==> src/rtl/uart_irq_pkg.sv <==
package uart_irq_pkg;
  localparam int NSRC   = 7;
  localparam int NFLAG  = 5;
  localparam int NEN    = 6;
  localparam int CODE_W = 6;
  localparam int ISR_W  = 8;
  localparam int IDX_W  = $clog2(NSRC);

  // index order is priority order, 0 = highest
  typedef enum logic [IDX_W-1:0] {
    SRC_LSR  = 3'd0,
    SRC_RXD  = 3'd1,
    SRC_RXTO = 3'd2,
    SRC_THR  = 3'd3,
    SRC_MSR  = 3'd4,
    SRC_XOFF = 3'd5,
    SRC_FLOW = 3'd6
  } src_e;

  // flag slots for the sticky sources
  localparam int FL_LSR  = 0;
  localparam int FL_THR  = 1;
  localparam int FL_MSR  = 2;
  localparam int FL_XOFF = 3;
  localparam int FL_FLOW = 4;

  localparam logic [CODE_W-1:0] CODE_IDLE = 6'b000001;

  function automatic logic [CODE_W-1:0] src_code(input logic [IDX_W-1:0] idx);
    case (idx)
      SRC_LSR:  return 6'b000110;
      SRC_RXD:  return 6'b000100;
      SRC_RXTO: return 6'b001100;
      SRC_THR:  return 6'b000010;
      SRC_MSR:  return 6'b000000;
      SRC_XOFF: return 6'b010000;
      SRC_FLOW: return 6'b100000;
      default:  return CODE_IDLE;
    endcase
  endfunction
endpackage

==> src/rtl/uart_irq_flags.sv <==
module uart_irq_flags #(
  parameter int WIDTH = 5
) (
  input  logic             clk_i,
  input  logic             rst_ni,
  input  logic [WIDTH-1:0] set_i,
  input  logic [WIDTH-1:0] clr_i,
  output logic [WIDTH-1:0] q_o
);
  for (genvar g = 0; g < WIDTH; g++) begin : g_flag
    always_ff @(posedge clk_i or negedge rst_ni) begin
      if (!rst_ni)        q_o[g] <= 1'b0;
      else if (set_i[g])  q_o[g] <= 1'b1;   // set dominates clear
      else if (clr_i[g])  q_o[g] <= 1'b0;
    end

    assert_set_wins_R12: assert property (@(posedge clk_i) disable iff (!rst_ni)
      set_i[g] |=> q_o[g]);
    assert_flag_clear_R10: assert property (@(posedge clk_i) disable iff (!rst_ni)
      (clr_i[g] && !set_i[g]) |=> !q_o[g]);
  end
endmodule

==> src/rtl/uart_irq_prio.sv <==
module uart_irq_prio
  import uart_irq_pkg::*;
#(
  parameter int N   = NSRC,
  localparam int IW = $clog2(N)
) (
  input  logic          clk_i,
  input  logic          rst_ni,
  input  logic [N-1:0]  req_i,
  output logic [N-1:0]  grant_o,
  output logic [IW-1:0] idx_o,
  output logic          any_o
);
  always_comb begin
    idx_o = '0;
    for (int i = N - 1; i >= 0; i--) begin
      if (req_i[i]) idx_o = IW'(i);
    end
  end

  assign any_o   = |req_i;
  assign grant_o = any_o ? (N'(1) << idx_o) : '0;

  assert_onehot_grant_R3: assert property (@(posedge clk_i) disable iff (!rst_ni)
    $onehot0(grant_o));
  assert_grant_in_req_R3: assert property (@(posedge clk_i) disable iff (!rst_ni)
    (grant_o & ~req_i) == '0);
endmodule

==> src/rtl/uart_irq_ident.sv <==
module uart_irq_ident
  import uart_irq_pkg::*;
(
  input  logic             clk_i,
  input  logic             rst_ni,
  input  logic             enh_en_i,
  input  logic             fifo_en_i,
  input  logic [NEN-1:0]   src_en_i,
  input  logic             lsr_err_i,
  input  logic             rx_ready_i,
  input  logic             rx_tmo_i,
  input  logic             thr_empty_i,
  input  logic             msr_chg_i,
  input  logic             xoff_det_i,
  input  logic             xon_det_i,
  input  logic             flow_chg_i,
  input  logic             isr_rd_i,
  input  logic             lsr_rd_i,
  input  logic             msr_rd_i,
  input  logic             thr_wr_i,
  output logic [ISR_W-1:0] isr_o,
  output logic             irq_o
);
  logic [NFLAG-1:0] flag_set, flag_clr, flag_q;
  logic [NSRC-1:0]  pend, src_msk, req, grant;
  logic [IDX_W-1:0] win_idx;
  logic             any_req;
  logic [ISR_W-1:0] isr_q;

  assign flag_set = {flow_chg_i, xoff_det_i, msr_chg_i, thr_empty_i, lsr_err_i};

  always_comb begin
    flag_clr          = '0;
    flag_clr[FL_LSR]  = lsr_rd_i;
    flag_clr[FL_THR]  = thr_wr_i | (isr_rd_i & grant[SRC_THR]);
    flag_clr[FL_MSR]  = msr_rd_i;
    flag_clr[FL_XOFF] = xon_det_i;
    flag_clr[FL_FLOW] = isr_rd_i & grant[SRC_FLOW];
  end

  uart_irq_flags #(.WIDTH(NFLAG)) i_flags (
    .clk_i  (clk_i),
    .rst_ni (rst_ni),
    .set_i  (flag_set),
    .clr_i  (flag_clr),
    .q_o    (flag_q)
  );

  always_comb begin
    pend           = '0;
    pend[SRC_LSR]  = flag_q[FL_LSR];
    pend[SRC_RXD]  = rx_ready_i;
    pend[SRC_RXTO] = rx_tmo_i;
    pend[SRC_THR]  = flag_q[FL_THR];
    pend[SRC_MSR]  = flag_q[FL_MSR];
    pend[SRC_XOFF] = flag_q[FL_XOFF];
    pend[SRC_FLOW] = flag_q[FL_FLOW];

    src_msk           = '0;
    src_msk[SRC_LSR]  = src_en_i[0];
    src_msk[SRC_RXD]  = src_en_i[1];
    src_msk[SRC_RXTO] = src_en_i[1];
    src_msk[SRC_THR]  = src_en_i[2];
    src_msk[SRC_MSR]  = src_en_i[3];
    src_msk[SRC_XOFF] = src_en_i[4] & enh_en_i;
    src_msk[SRC_FLOW] = src_en_i[5] & enh_en_i;
  end

  assign req = pend & src_msk;

  uart_irq_prio #(.N(NSRC)) i_prio (
    .clk_i   (clk_i),
    .rst_ni  (rst_ni),
    .req_i   (req),
    .grant_o (grant),
    .idx_o   (win_idx),
    .any_o   (any_req)
  );

  // snapshot on read, held for the access
  always_ff @(posedge clk_i or negedge rst_ni) begin
    if (!rst_ni)       isr_q <= {2'b00, CODE_IDLE};
    else if (isr_rd_i) isr_q <= {{2{fifo_en_i}}, any_req ? src_code(win_idx) : CODE_IDLE};
  end

  assign isr_o = isr_q;
  assign irq_o = any_req;

  assert_hold_R8: assert property (@(posedge clk_i) disable iff (!rst_ni)
    !isr_rd_i |=> $stable(isr_o));
  assert_fifo_bits_R4: assert property (@(posedge clk_i) disable iff (!rst_ni)
    isr_rd_i |=> (isr_o[7:6] == {2{$past(fifo_en_i)}}));
  assert_enh_gate_R5: assert property (@(posedge clk_i) disable iff (!rst_ni)
    (isr_rd_i && !enh_en_i) |=> (isr_o[5:4] == 2'b00));
  assert_idle_R6: assert property (@(posedge clk_i) disable iff (!rst_ni)
    (isr_rd_i && !irq_o) |=> (isr_o[5:0] == CODE_IDLE));
  assert_xoff_sticky_R11: assert property (@(posedge clk_i) disable iff (!rst_ni)
    (flag_q[FL_XOFF] && !xon_det_i) |=> flag_q[FL_XOFF]);
endmodule

==> config.mk <==
export PLATFORM = sky130hd
export DESIGN_NAME = uart_irq_ident
export DESIGN_NICKNAME = d
export VERILOG_FILES = /design/src/rtl/uart_irq_pkg.sv /design/src/rtl/uart_irq_flags.sv /design/src/rtl/uart_irq_prio.sv /design/src/rtl/uart_irq_ident.sv
export SDC_FILE = /design/constraint.sdc
export NUM_CORES = 1
export LEC_CHECK = 0
export CAP_MARGIN = 5
export CORE_UTILIZATION = 40
export CTS_BUF_LIST = sky130_fd_sc_hd__clkbuf_8
export DETAILED_ROUTE_END_ITERATION = 10
export DONT_BUFFER_PORTS = 1
export PLACE_DENSITY = 0.54
export SLEW_MARGIN = 20
export SYNTH_ARGS = -nofsm -noshare
export SYNTH_HDL_FRONTEND = slang
export SYNTH_SLANG_ARGS = --single-unit
==> constraint.sdc <==
create_clock -name clk_i -period 1.43 [get_ports clk_i]
set_input_delay 0.286 -clock clk_i [delete_from_list [all_inputs] [get_ports clk_i]]
set_output_delay 0.286 -clock clk_i [all_outputs]
set_load 0.01 [all_outputs]
# Word level (Yosys, flattened, before mapping)

Cells that the tools add are included.

Bitwise gates (word level): 6
Mux-type cells: 20
Equality and inequality tests: 6
$add $sub $neg: 0
Multipliers: 0
Shifts and indexed selects: 1
Divide/modulo/power cells: 0
Reductions and logical operators: 7
Magnitude comparators: 0

Operators by type and width:

| kind                                                              | number |
|---|---|
| 6-bit one-hot mux with 7 select lines                             | 1 |
| 3-bit 2-to-1 mux                                                  | 7 |
| 1-bit 2-to-1 mux                                                  | 10 |
| 2-bit nonzero test                                                | 5 |
| 3-bit == test, second input constant                              | 3 |
| 7-bit AND                                                         | 1 |
| 7-bit 2-to-1 mux                                                  | 1 |
| 7-bit OR reduction                                                | 1 |
| 1-bit by 3-bit left shift with 7-bit output, first input constant | 1 |
| 3-bit by 2-bit == test with 1-bit output, second input constant   | 2 |
| 6-bit 2-to-1 mux                                                  | 1 |
| 1-bit AND                                                         | 4 |
| 3-bit by 1-bit == test with 1-bit output, second input constant   | 1 |
| 3-bit logical NOT                                                 | 1 |
| 1-bit OR                                                          | 1 |

Latch bits: 0
Word-level logic and storage cells: 46
ROM bits: 0
Output and inout port bits: 9
Register bits after elaboration: 12
Memory bits (writable): 0
Input bits: 22
Memories: 0

# Longest topological paths before layout

Depth in word-level cells: 15
Gate-level depth with buffers: 4
Depth with buffers taken out: 4

# Cells and area by module

Synthesis repeated with hierarchy kept, for this count alone.

Cells, all modules: 70
Area total of the unflattened synthesis: 681.9 sq um

Modules (own cells, without submodules):

| module         | area each (sq um) | seq. area each (sq um) | instances | cells an instance |
|---|---|---|---|---|
| uart_irq_ident | 386.6             | 176.4                  | 1         | 36 |
| uart_irq_flags | 181.4             | 125.1                  | 1         | 15 |
| uart_irq_prio  | 113.9             | 0.0                    | 1         | 19 |

# Least setup slack after synthesis

OpenSTA, ideal clock, no wires.

Path type: register to register
Start point: reg i_flags.q_o[0]
End point: reg i_flags.q_o[1]
Path buffers: 0
Period minus slack after synthesis: 1.142 ns
Setup time: 0.120 ns
Slack: 0.288 ns
Stages on the path, launching flop included: 5
Data arrival time: 1.022 ns
Data required time: 1.310 ns
Cells stage by stage: dfrtp_1 > a22oi_2 > and2_4 > nand3_2 > a31o_1

Word-level cells in the longest chain between the ends: 7
Elaborated cells on any way between the ends: 8
Those cells by class: 1 x shift; 2 x mux; 3 x bitwise; 2 x reduce/logical

Ends and longest elaborated chain:

| element                                     | line                 | text |
|---|---|---|
| start, declared                             | uart_irq_flags.sv:8  | `output logic [WIDTH-1:0] q_o` |
| start signal, assigned by index             | uart_irq_flags.sv:12 | `if (!rst_ni) q_o[g] <= 1'b0;` |
| start signal, assigned by index             | uart_irq_flags.sv:13 | `else if (set_i[g]) q_o[g] <= 1'b1;` |
| start signal, assigned by index             | uart_irq_flags.sv:14 | `else if (clr_i[g]) q_o[g] <= 1'b0;` |
| 7-bit AND *                                 | uart_irq_ident.sv:69 | `assign req = pend & src_msk;` |
| 3-bit 2-to-1 mux                            | uart_irq_prio.sv:17  | `if (req_i[i]) idx_o = IW'(i);` |
| 1-bit by 3-bit left shift with 7-bit output | uart_irq_prio.sv:22  | `assign grant_o = any_o ? (N'(1) << idx_o) : '0;` |
| 7-bit 2-to-1 mux *                          | uart_irq_prio.sv:22  |  |
| 1-bit AND *                                 | uart_irq_ident.sv:35 | `flag_clr[FL_THR] = thr_wr_i \| (isr_rd_i & grant[SRC_THR]);` |
| 1-bit OR *                                  | uart_irq_ident.sv:35 |  |
| 2-bit nonzero test (no source line) *       | -                    |  |

Mark *: on every way between the ends. The rest lies on a longest branch, timed or not.
A chain may end at the register's enable or synchronous reset.

# Worst setup path in the final report

Start point: reg i_flags.q_o[0]
End point: out irq_o

Word-level cells in the longest chain between the ends: 2

Ends and longest elaborated chain:

| element            | line                 | text |
|---|---|---|
| 7-bit AND          | uart_irq_ident.sv:69 |  |
| 7-bit OR reduction | uart_irq_prio.sv:21  | `assign any_o = \|req_i;` |
| end, declared      | uart_irq_ident.sv:22 | `output logic irq_o` |

No other way between the ends.

==> out/metrics.yaml <==
outcome: "complete, no violations"
num_antenna_cells: 0
seq_area_frac_synth_pct: 51.50
finalSetupTns_ns: 0
drive_above_1_share_pct: 23.33
drt-vias-per-instance: 5.507
mostFrequentLayoutCell: "dfrtp_1"
critPathRequiredTime_ns: 1.14
grt_max_degree: 13
clock_skew_ns: 0.0006000
start_util_pct: 43.90
core_area_um2: 1334
cts_buffer_depth: 2
synth_area_per_cell_um2: 10.27
core.rowCount: 13
cts_tree: "done"
power.density_nw_per_um2: 1243
drc: 0
clk_pin_slew_worst_paths_ns: 0.05
synthToLayoutAreaGrowth_pct: 13.89
io_buffers: 0
cts_post_setup_buffers_inserted: 0
design.die.area_um2: 1621
grt_pass1_wl_um: 1573
grt_setup_unrepaired: "false"
irDropWorstVdd_v: 0.0007337
critPathLaunchType: "register"
wl_per_cell_um: 13.92
maxCapViolCount: 0
numCtsBuffers: 3
fmax_mhz: 754.1
final_area_um2: 666.9
ant_nets: 0
p_sw_uw: 180.1
nNetsFinal: 83
drtIter0Drc: 8
clkLatencyLatePin_ns: 0.24
hold_viol: 0
syn_area_um2: 585.6
placed_area_um2: 591.8
routed_wl_um: 1044
antenna_found_initial: 0
die_h_um: 40.26
p_leak_nw: 0.2929
period_share_pct: 92.74
swShare_pct: 21.73
htreeDepth: 1
min_path_type: "input pin to register"
setup_viol_count_final: 0
hold_ws_ns: 0.1079
setup_slack_ns: 0.1039
syn_inst: 57
dpl.hpwl_um: 832.1
track_usage_pct: 15.50
synth_warnings: 0
intPower_uw: 648.6
ys_seq_elements: 12
p_seq_share_pct: 47.6
cts.sinks: 12
worst_pin_slew_ns: 0.5398
pre_cts_slack_ns: 0.2040
grt_pass1_vias: 415
firstDrtPassIters: 2
critical_path_arrival_ns: 1.04
drv_slew: 0
critPathMaxFanout: 4
p_comb_share_pct: 9.5
grt_overflow: 0
ctsRootBufferMaster: "clkbuf_8"
layout_common_cells: "dfrtp_1 (11), inv_1 (8), nand2_1 (5), a21o_1 (4), clkbuf_8 (4)"
p_total_uw: 828.7
p_clk_share_pct: 43.0
relSlewSlack_pct: 63.90
criticalPathCategory: "register to output pin"
synth_nets: 79
io_pins: 31
vias: 413
end_kind: "output pin"
ys_types: 27
place_congestion: 0.7456
period_needed_ns: 1.326
fp.dieW_um: 40.26
-- worst max-delay path, cell delays in order, from the launching register on --
cell and delay (ns):
dfrtp_1 0.40, a22oi_2 0.24, nand3_2 0.16
-- flip-flops by register name (all words and copies together), names as in the netlist --
signal       count
isr_o            7
i_flags.q_o      5
-- area by class of cell --
| type | count | area, um2 |
|---|---|---|
| sequential | 12 | 301.5 |
| multi-input combinational | 35 | 251.5 |
| timing repair buffer | 1 | 10.01 |
| fill | 140 | 666.9 |
| tap | 15 | 18.77 |
| clock buffer | 4 | 55.05 |
| inverter | 8 | 30.03 |
-- routing by layer --
layer	GRT usage, %	wire (um)
met5	0	0
met4	5.000	8
met3	9.444	118
met2	25.81	498
met1	16.08	419
-- cell families (layout without fill, tap and decap cells) --
logic type / count (synthesis) / count (layout) / share of synthesized area [%]
multiplexers: 2 / 2 / 3.632
flip-flops: 12 / 12 / 51.50
AO/OA/AOI/OAI: 15 / 15 / 20.73
AND/OR/NAND/NOR: 18 / 18 / 16.88
buffers and inverters: 10 / 13 / 7.265
-- repair_timing --
action                                  in CTS  in global routing
hold endpoints to repair                    12                  0
resized for setup                            0                  2
hold buffers                                 1                  0
endpoints found under the setup margin       0                  1
-- power by group through the flow --
| stage | registers [mW] | clock network, mW | logic, mW |
|---|---|---|---|
| global placement | 0.399 | 0 | 0.0672 |
| floorplan | 0.393 | 0 | 0.0688 |
| finish | 0.394 | 0.356 | 0.0786 |
| global route | 0.399 | 0.391 | 0.0903 |
| detailed placement | 0.400 | 0 | 0.0673 |
| CTS | 0.394 | 0.376 | 0.0760 |
-- worst paths after layout --
check                           slack (ns)                    endpoint  depth (start not counted)                  startpoint
worst max-delay path                  0.10                       irq_o                          2  i_flags.q_o[0]$_DFFE_PN0P_
min in group asynchronous             0.47        isr_o[2]$_DFFE_PN0P_                          1                      rst_ni
worst min register to register        0.49  i_flags.q_o[4]$_DFFE_PN0P_                          1  i_flags.q_o[4]$_DFFE_PN0P_
worst min-delay path                  0.11        isr_o[0]$_DFFE_PN1P_                          1                    isr_rd_i
worst max register to register        0.18  i_flags.q_o[4]$_DFFE_PN0P_                          4  i_flags.q_o[0]$_DFFE_PN0P_
max in group asynchronous             0.59        isr_o[0]$_DFFE_PN1P_                          1                      rst_ni
-- synth_stat cells, drive strengths merged --
| cell | count | area (um2) |
|---|---|---|
| a21o | 4 | 30.03 |
| a221oi | 1 | 8.760 |
| a22oi | 1 | 12.51 |
| a31o | 1 | 8.760 |
| a31oi | 1 | 6.260 |
| a32o | 1 | 10.01 |
| and2 | 2 | 15.02 |
| and3 | 1 | 6.260 |
| and3b | 1 | 8.760 |
| buf | 2 | 12.51 |
| dfrtp | 11 | 275.3 |
| dfstp | 1 | 26.28 |
| inv | 8 | 30.03 |
| mux2 | 1 | 11.26 |
| mux2i | 1 | 10.01 |
| nand2 | 6 | 25.03 |
| nand3 | 5 | 30.03 |
| nand4 | 1 | 6.260 |
| nor2 | 2 | 7.510 |
| o21ai | 5 | 28.77 |
| o32ai | 1 | 16.27 |
-- stage by stage --
| stage | utilization [%] | std cells |
|---|---|---|
| 6_report | 50.00 | 75 |
| 3_3_place_gp | 44.37 | 70 |
| 5_1_grt | 50.00 | 75 |
| 2_1_floorplan | - | 57 |
| 4_1_cts | 49.25 | 75 |
| 3_5_place_dp | 44.37 | 70 |
Note: power is estimated with default switching activity, not from simulation.
